**config.mk**
```make
export PLATFORM = sky130hd
export DESIGN_NAME = pack_guard
export DESIGN_NICKNAME = d
export VERILOG_FILES = /design/src/rtl/pack_guard.sv
export SDC_FILE = /design/constraint.sdc
export NUM_CORES = 1
export LEC_CHECK = 0
export ABC_AREA = 1
export BUFFER_PORTS_ARGS = -buffer_cell sky130_fd_sc_hd__buf_4
export CORE_MARGIN = 5
export CORE_UTILIZATION = 39
export DETAILED_ROUTE_END_ITERATION = 6
export RECOVER_POWER = 100
export SLEW_MARGIN = 25
export SYNTH_ARGS = -nofsm -noshare
export SYNTH_HDL_FRONTEND = slang
export SYNTH_SLANG_ARGS = --single-unit
```
**constraint.sdc**
```tcl
create_clock -name clk -period 4.4 [get_ports clk]
set_input_delay 0.22 -clock clk [delete_from_list [all_inputs] [get_ports clk]]
set_output_delay 0.22 -clock clk [all_outputs]
set_load 0.05 [all_outputs]
```
**src/rtl/pack_guard.sv**
```systemverilog
module pack_guard #(
  parameter int GRACE_W = 16,
  parameter int FRAME_W = 3
) (
  input  logic               clk,
  input  logic               rst_n,
  input  logic               tick,
  input  logic               cell_hi_over,
  input  logic               cell_lo_over,
  input  logic               cell_hi_under,
  input  logic               cell_lo_under,
  input  logic               pack_low,
  input  logic               charger_on,
  input  logic               load_on,
  input  logic               short_hit,
  input  logic               tap_lost,
  input  logic [GRACE_W-1:0] grace_len,
  output logic               switch_on,
  output logic               bleed_hi,
  output logic               bleed_lo,
  output logic               sleep_mode
);

  localparam logic [FRAME_W-1:0] LAST_SLOT  = '1;
  localparam logic [FRAME_W-1:0] FIRST_SLOT = '0;

  typedef enum logic [2:0] {
    ST_SLEEP, ST_RUN, ST_OPEN, ST_GRACE, ST_HOLD, ST_TRIP, ST_CYC_HI, ST_CYC_LO
  } st_t;

  st_t                st, st_nx, cls;
  logic [FRAME_W-1:0] slot, slot_nx;
  logic [GRACE_W-1:0] gcnt, gcnt_nx;
  logic [1:0]         oc_run;

  wire any_over  = cell_hi_over | cell_lo_over;
  wire any_under = cell_hi_under | cell_lo_under;
  wire cycling   = (st == ST_CYC_HI) || (st == ST_CYC_LO);
  wire chg_eff   = (cycling && slot != LAST_SLOT) ? 1'b1 : charger_on;
  wire oc_ok     = any_over && charger_on && (oc_run >= 2'd2);

  always_comb begin
    cls     = ST_RUN;
    gcnt_nx = gcnt;
    if (tap_lost)
      cls = (pack_low && chg_eff) ? ST_CYC_LO : ST_OPEN;
    else if (pack_low)
      cls = chg_eff ? ST_CYC_LO : ST_SLEEP;
    else if (any_under)
      cls = chg_eff ? ST_CYC_HI : ST_SLEEP;
    else if (any_over) begin
      if (!chg_eff)
        cls = load_on ? ST_RUN : ST_OPEN;
      else if (st == ST_HOLD)
        cls = ST_HOLD;
      else if (st == ST_GRACE) begin
        if (gcnt == '0) cls = ST_HOLD;
        else begin
          cls     = ST_GRACE;
          gcnt_nx = gcnt - 1'b1;
        end
      end else if (oc_ok) begin
        if (grace_len == '0) cls = ST_HOLD;
        else begin
          cls     = ST_GRACE;
          gcnt_nx = grace_len - 1'b1;
        end
      end else
        cls = ST_RUN;
    end
  end

  always_comb begin
    st_nx = st;
    if (short_hit)
      st_nx = ST_TRIP;
    else if (tick) begin
      if (st == ST_TRIP)
        st_nx = load_on ? ST_TRIP : cls;
      else if (st == ST_SLEEP && !charger_on)
        st_nx = ST_SLEEP;
      else
        st_nx = cls;
    end
  end

  always_comb begin
    if (st_nx != st)         slot_nx = FIRST_SLOT;
    else if (tick && cycling) slot_nx = slot + 1'b1;
    else                      slot_nx = slot;
  end

  always_ff @(posedge clk or negedge rst_n) begin
    if (!rst_n) begin
      st     <= ST_SLEEP;
      slot   <= FIRST_SLOT;
      gcnt   <= '0;
      oc_run <= '0;
    end else begin
      st   <= st_nx;
      slot <= slot_nx;
      if (tick && !short_hit) gcnt <= gcnt_nx;
      if (tick) begin
        if (any_over && charger_on) oc_run <= (oc_run == 2'd3) ? oc_run : oc_run + 1'b1;
        else                        oc_run <= '0;
      end
    end
  end

  assign switch_on  = (st == ST_RUN) || (st == ST_GRACE) ||
                      (st == ST_CYC_HI && slot != LAST_SLOT) ||
                      (st == ST_CYC_LO && slot == FIRST_SLOT);
  assign bleed_hi   = (st == ST_HOLD) && cell_hi_over;
  assign bleed_lo   = (st == ST_HOLD) && cell_lo_over;
  assign sleep_mode = (st == ST_SLEEP);

endmodule

```
# [After elaboration in Yosys (flattened, before gate mapping)]
# Index checks and enable logic that the tools add are counted.
[totals] regBits=24 inputBits=28 out_inout_bits=4
[op_classes] n_addsub=4 n_lt_le_gt_ge=1 eq_ne=12 muxes=28 n_bitwise=6 n_reduce_logical=25
[ops] cell="two-way mux 16 bit" count=4
[ops] cell="two-way mux 3 bit" count=20
[ops] cell="logical NOT 16 bit" count=2
[ops] cell="subtractor 16 x 1 -> 16 bit (second input constant)" count=2
[ops] cell="equality test 3 bit (second input constant)" count=4
[ops] cell="logical AND 1 bit" count=11
[ops] cell="AND reduction 10 bit" count=1
[ops] cell="logical NOT 3 bit" count=2
[ops] cell="two-way mux 2 bit" count=3
[ops] cell="inequality test 2 bit (second input constant)" count=3
[ops] cell="logical OR 1 bit" count=4
[ops] cell="inverter 1 bit" count=4
[ops] cell="nonzero test 2 bit" count=2
[ops] cell="adder 3 x 1 -> 3 bit (second input constant)" count=1
[ops] cell="equality test 3 x 1 -> 1 bit (second input constant)" count=1
[ops] cell="equality test 3 x 2 -> 1 bit (second input constant)" count=1
[ops] cell="inequality test 3 bit" count=1
[ops] cell="inequality test 3 bit (second input constant)" count=1
[ops] cell="adder 2 x 1 -> 2 bit (second input constant)" count=1
[ops] cell="equality test 2 bit (second input constant)" count=1
[ops] cell="greater-or-equal comparator 2 bit (second input constant)" count=1
[ops] cell="logical NOT 1 bit" count=2
[ops] cell="bitwise OR 1 bit" count=2
[ops] cell="AND reduction 2 bit" count=1
[ops] cell="two-way mux 1 bit" count=1

# [Depth between registers and ports, before layout]
[logic_depth] ltp_word=17 depth_mapped=18 mapped_depth_nobuf=18

# [Worst setup path after synthesis]
# OpenSTA, ideal clock, no wires.
[synth_path] path_type="register -> register" from="reg st[2]" to="reg slot[0]" setup_time_ns=0.072 t_arrival_ns=2.394 t_required_ns=4.328 setup_slack_ns=1.934 stages_incl_launch_ff=13 n_path_buf=1 synth_period_minus_slack_ns=2.466 cell_sequence="dfrtp_1 > buf_2 > nor3_1 > nand2_1 > nand2_1 > inv_1 > nand2_1 > nand2_1 > nand2_1 > nand2_1 > nor2_1 > nand3_1 > nor2_1"
[synth_between] elab_cells_between_ends=30 classes_between="6 x eq/ne; 17 x mux; 7 x reduce/logical"
[synth_lines] element="start, declared" line_no="31" source="st_t st, st_nx, cls;"
[synth_lines] element="start signal, assigned" line_no="100" source="st <= st_nx;"
[synth_lines] element="logical NOT 3 bit (*)"
[synth_lines] element="net sleep_mode" line_no="21" source="output logic sleep_mode"
[synth_lines] element="logical AND 1 bit (*)" line_no="80" source="else if (st == ST_SLEEP && !charger_on)"
[synth_lines] element="two-way mux 3 bit (*)" line_no="80"
[synth_lines] element="two-way mux 3 bit (*)" line_no="78" source="if (st == ST_TRIP)"
[synth_lines] element="two-way mux 3 bit (*)" line_no="77" source="else if (tick) begin"
[synth_lines] element="two-way mux 3 bit (*)" line_no="75" source="if (short_hit)"
[synth_lines] element="net st_nx[0]" line_no="31"
[synth_lines] element="inequality test 3 bit (*)" line_no="88" source="if (st_nx != st) slot_nx = FIRST_SLOT;"
[synth_lines] element="two-way mux 3 bit / nonzero test 2 bit (equally long branches)"
[synth_lines] element="end signal, assigned" line_no="101" source="slot <= slot_nx;"
[synth_lines] element="end, declared" line_no="32" source="logic [FRAME_W-1:0] slot, slot_nx;"
# The timed path passes the listed nets; every way through them passes the cells marked *.
# A chain may end at the register's enable or synchronous reset.

# [Final worst setup path]
[layout_path] from="reg st[1]" to="reg gcnt[14]"
[layout_between] elab_chain_len=5 elab_cells_between_ends=13 classes_between="6 x eq/ne; 2 x mux; 1 x bitwise; 4 x reduce/logical"
[layout_lines] element="equality test 3 bit" line_no="38" source="wire cycling = (st == ST_CYC_HI) || (st == ST_CYC_LO);"
[layout_lines] element="logical OR 1 bit" line_no="38"
[layout_lines] element="logical AND 1 bit" line_no="39" source="wire chg_eff = (cycling && slot != LAST_SLOT) ? 1'b1 : charger_on;"
[layout_lines] element="two-way mux 1 bit" line_no="39"
[layout_lines] element="AND reduction 10 bit (no line)"
[layout_lines] element="end signal, assigned" line_no="102" source="if (tick && !short_hit) gcnt <= gcnt_nx;"
[layout_lines] element="end, declared" line_no="33" source="logic [GRACE_W-1:0] gcnt, gcnt_nx;"
# Several ways; a longest one is shown, not always the timed one.

==> results.json <==
{
  "grt_pass1_wl_mm": 7.98,
  "finalSetupViolations": 0,
  "vias": 1939,
  "synth_common_cells": "nand2_1, nor2_1, inv_1, dfrtp_1, o21ai_0",
  "timing.final.crit_share_pct": 73.7,
  "die_w_um": 81.4,
  "path_clk_slew_ns": 0.09,
  "start_kind": "flop",
  "place_congestion": 0.834,
  "post_cts_resized": 0,
  "hp-class": "in2reg",
  "synth_cell_type_count": 34,
  "layout-drive-gt1-share_pct": 18.5,
  "antenna_found_initial": 0,
  "holdWs_ns": 0.222,
  "status": "completed",
  "tns_ns": 0,
  "synthTopCellsByArea": "dfrtp_1, nand2_1, nor2_1, inv_1, ha_1",
  "cts_buffers": 3,
  "r2r-end": "gcnt[14]$_DFFE_PN0P_",
  "synth_top_area_cell": "dfrtp_1",
  "ys_seq_elements": 24,
  "num_io_pins": 32,
  "min_to": "st[2]$_DFF_PN0_",
  "synthArstFlopShare_pct": 100,
  "fp.dieH_um": 81.4,
  "synth_edf_count": 0,
  "worstPathMaxFanout": 18,
  "drt-total-wl_mm": 4.73,
  "synthesis.area_um2": 1990,
  "clock_latency_ns": 0.28,
  "hp-start": "short_hit",
  "fin_nets": 371,
  "antenna_cells": 0,
  "worst_slew_pin_slew_ns": 1.37,
  "grt_pass1_vias": 1832,
  "grt.total_usage_pct": 15.2,
  "cts_tree": "built",
  "drv_cap": 0,
  "timing.rr.start": "st[1]$_DFF_PN0_",
  "finalHoldViolations": 0,
  "synth-main-ff-cell": "dfrtp_1",
  "grt_max_degree": 25,
  "dieArea_um2": 6630,
  "wl_per_cell_um": 11.6,
  "place.port_buffers": 31,
  "area.growth.synth_to_final_pct": 15.9,
  "power_density_nw_per_um2": 265,
  "cts.sink_count": 24,
  "dr.pass1.iters": 4,
  "reg2reg_slack_ns": 1.16,
  "holdPathStages": 3,
  "ys_seq_area_share_pct": 30.2,
  "clock-root-buffer": "clkbuf_8",
  "antenna_left": 0,
  "slew_headroom_pct": 8.82,
  "route.detailed.drc": 0,
  "rows": 26,
  "core_um2": 5040,
  "synthesis.nets": 339,
  "slew_violations": 0,
  "hpwl_mm": 3.78,
  "path_class": "reg2reg",
  "grt-ovfl-total": 0,
  "clock.fmax_mhz": 308,
  "drt_iter0_markers": 61,
  "rsz0062_at_grt": "no",
  "clockBufferDepth": 2,
  "post_cts_buffers": 0,
  "period_minus_slack_ns": 3.24,
  "yosysWarningCount": 0,
  "cp.required_ns": 4.62,
  "yosysMostFrequentCell": "nand2_1",
  "cp.arrival_ns": 3.46,
  "synth_top_area_share_pct": 30.2,
  "r2r_cells": 14,
  "ctsHoldBuffers": 1,
  "routed_via_density": 4.78,
  "initial_core_util_pct": 39.5,
  "skew_ns": 0.00678,
  "postSynthAreaPerCell_um2": 6.53,
  "htreeDepth": 1,
  "crit_path_end_kind": "flop",
  "leakage_nw": 1.24,
  "postSynthCellCount": 305,
  "vdd.ir_drop.worst_mv": 0.162
}
==> placed cells by master, fill, tap and decap left out, drive strengths merged, types with 3 or more instances in the layout <==
cell type / netlist / routed
nand3: 14 / 14
xor2: 7 / 7
a21oi: 11 / 11
nor3: 6 / 6
buf: 4 / 26
a31oi: 3 / 3
ha: 6 / 6
nand2: 90 / 90
nor2: 57 / 57
dfrtp: 24 / 24
or2: 10 / 10
o21ai: 26 / 26
inv: 39 / 39
clkbuf: 1 / 8
==> cells by family after synthesis <==
family                     count (synthesis)  share of synthesized area (%)
DFF                                       24                           30.2
muxes                                      1                          0.503
buffers and inverters                     44                           9.43
xor gates and xnor gates                   8                           3.52
and+or+nand+nor                          180                           40.4
AOI/OAI and AO/OA                         42                           12.2
adders and majority gates                  6                           3.77
==> per-layer routing <==
| layer | GRT usage [%] | routed length [um] | vias up |
|---|---|---|---|
| li1 | - | - | 1020 |
| met1 | 19.9 | 2250 | 875 |
| met2 | 26.6 | 2170 | 42 |
| met3 | 1.97 | 277 | 2 |
| met4 | 3.55 | 27 | 0 |
| met5 | 0 | 0 | - |
==> flip-flops by register name (all words and copies together), names as in the netlist <==
signal,count
gcnt,16
slot,3
st,3
oc_run,2
==> stage by stage <==
step / utilization [%] / power (mW) / cells / worst slack [ns] / instance area, um^2
6_report: 45.8 / 0.612 / 406 / 1.16 / 2310
5_1_grt: 45.8 / 0.654 / 406 / 0.733 / 2310
4_1_cts: 46.7 / 0.628 / 406 / 1.76 / 2350
3_5_place_dp: 45.1 / 0.425 / 401 / 1.78 / 2270
3_3_place_gp: 45.1 / 0.423 / 401 / 1.80 / 2270
2_1_floorplan: - / 0.369 / 305 / 1.93 / 1990
==> worst max-delay path, cell delays in order (launching register included) <==
cell and delay, ns:
dfrtp_1 0.46, nand2_2 0.07, nor2_1 0.73, inv_4 0.24, o21ai_0 0.41, ha_1 0.25
inv_1 0.08, nor2_4 0.14, nand3_1 0.11, nor2_2 0.13, nand2_1 0.10, nor3_2 0.14
xor2_1 0.17, nand2_1 0.07, nand2_1 0.07
==> layout make-up <==
| type | instances | area (um^2) |
|---|---|---|
| multi-input combinational | 237 | 1170 |
| inverter | 39 | 149 |
| sequential | 24 | 601 |
| clock inverter | 1 | 30.0 |
| fill | 538 | 2740 |
| timing repair buffer | 32 | 224 |
| clock buffer | 3 | 41.3 |
| tap | 70 | 87.6 |
==> where the power goes <==
| group | internal [mW] | switching, mW | leakage [nW] | total [mW] |
|---|---|---|---|---|
| clock | 0.122 | 0.0770 | 0.0357 | 0.199 |
| sequential | 0.234 | 0.0143 | 0.322 | 0.248 |
| combinational | 0.0639 | 0.101 | 0.885 | 0.165 |
| total | 0.420 | 0.193 | 1.24 | 0.612 |
==> worst max-delay path by stage <==
stage                     slack [ns]              endpoint                 from
after global routing            0.73  gcnt[14]$_DFFE_PN0P_      st[1]$_DFF_PN0_
after floorplan                 1.93   slot[0]$_DFFE_PN0P_      st[2]$_DFF_PN0_
after detailed placement        1.78   gcnt[5]$_DFFE_PN0P_  slot[0]$_DFFE_PN0P_
after CTS                       1.76   gcnt[5]$_DFFE_PN0P_  slot[0]$_DFFE_PN0P_
final                           1.16  gcnt[14]$_DFFE_PN0P_      st[1]$_DFF_PN0_
after global placement          1.80   gcnt[5]$_DFFE_PN0P_  slot[0]$_DFFE_PN0P_
(Power assumes the default switching activity.)
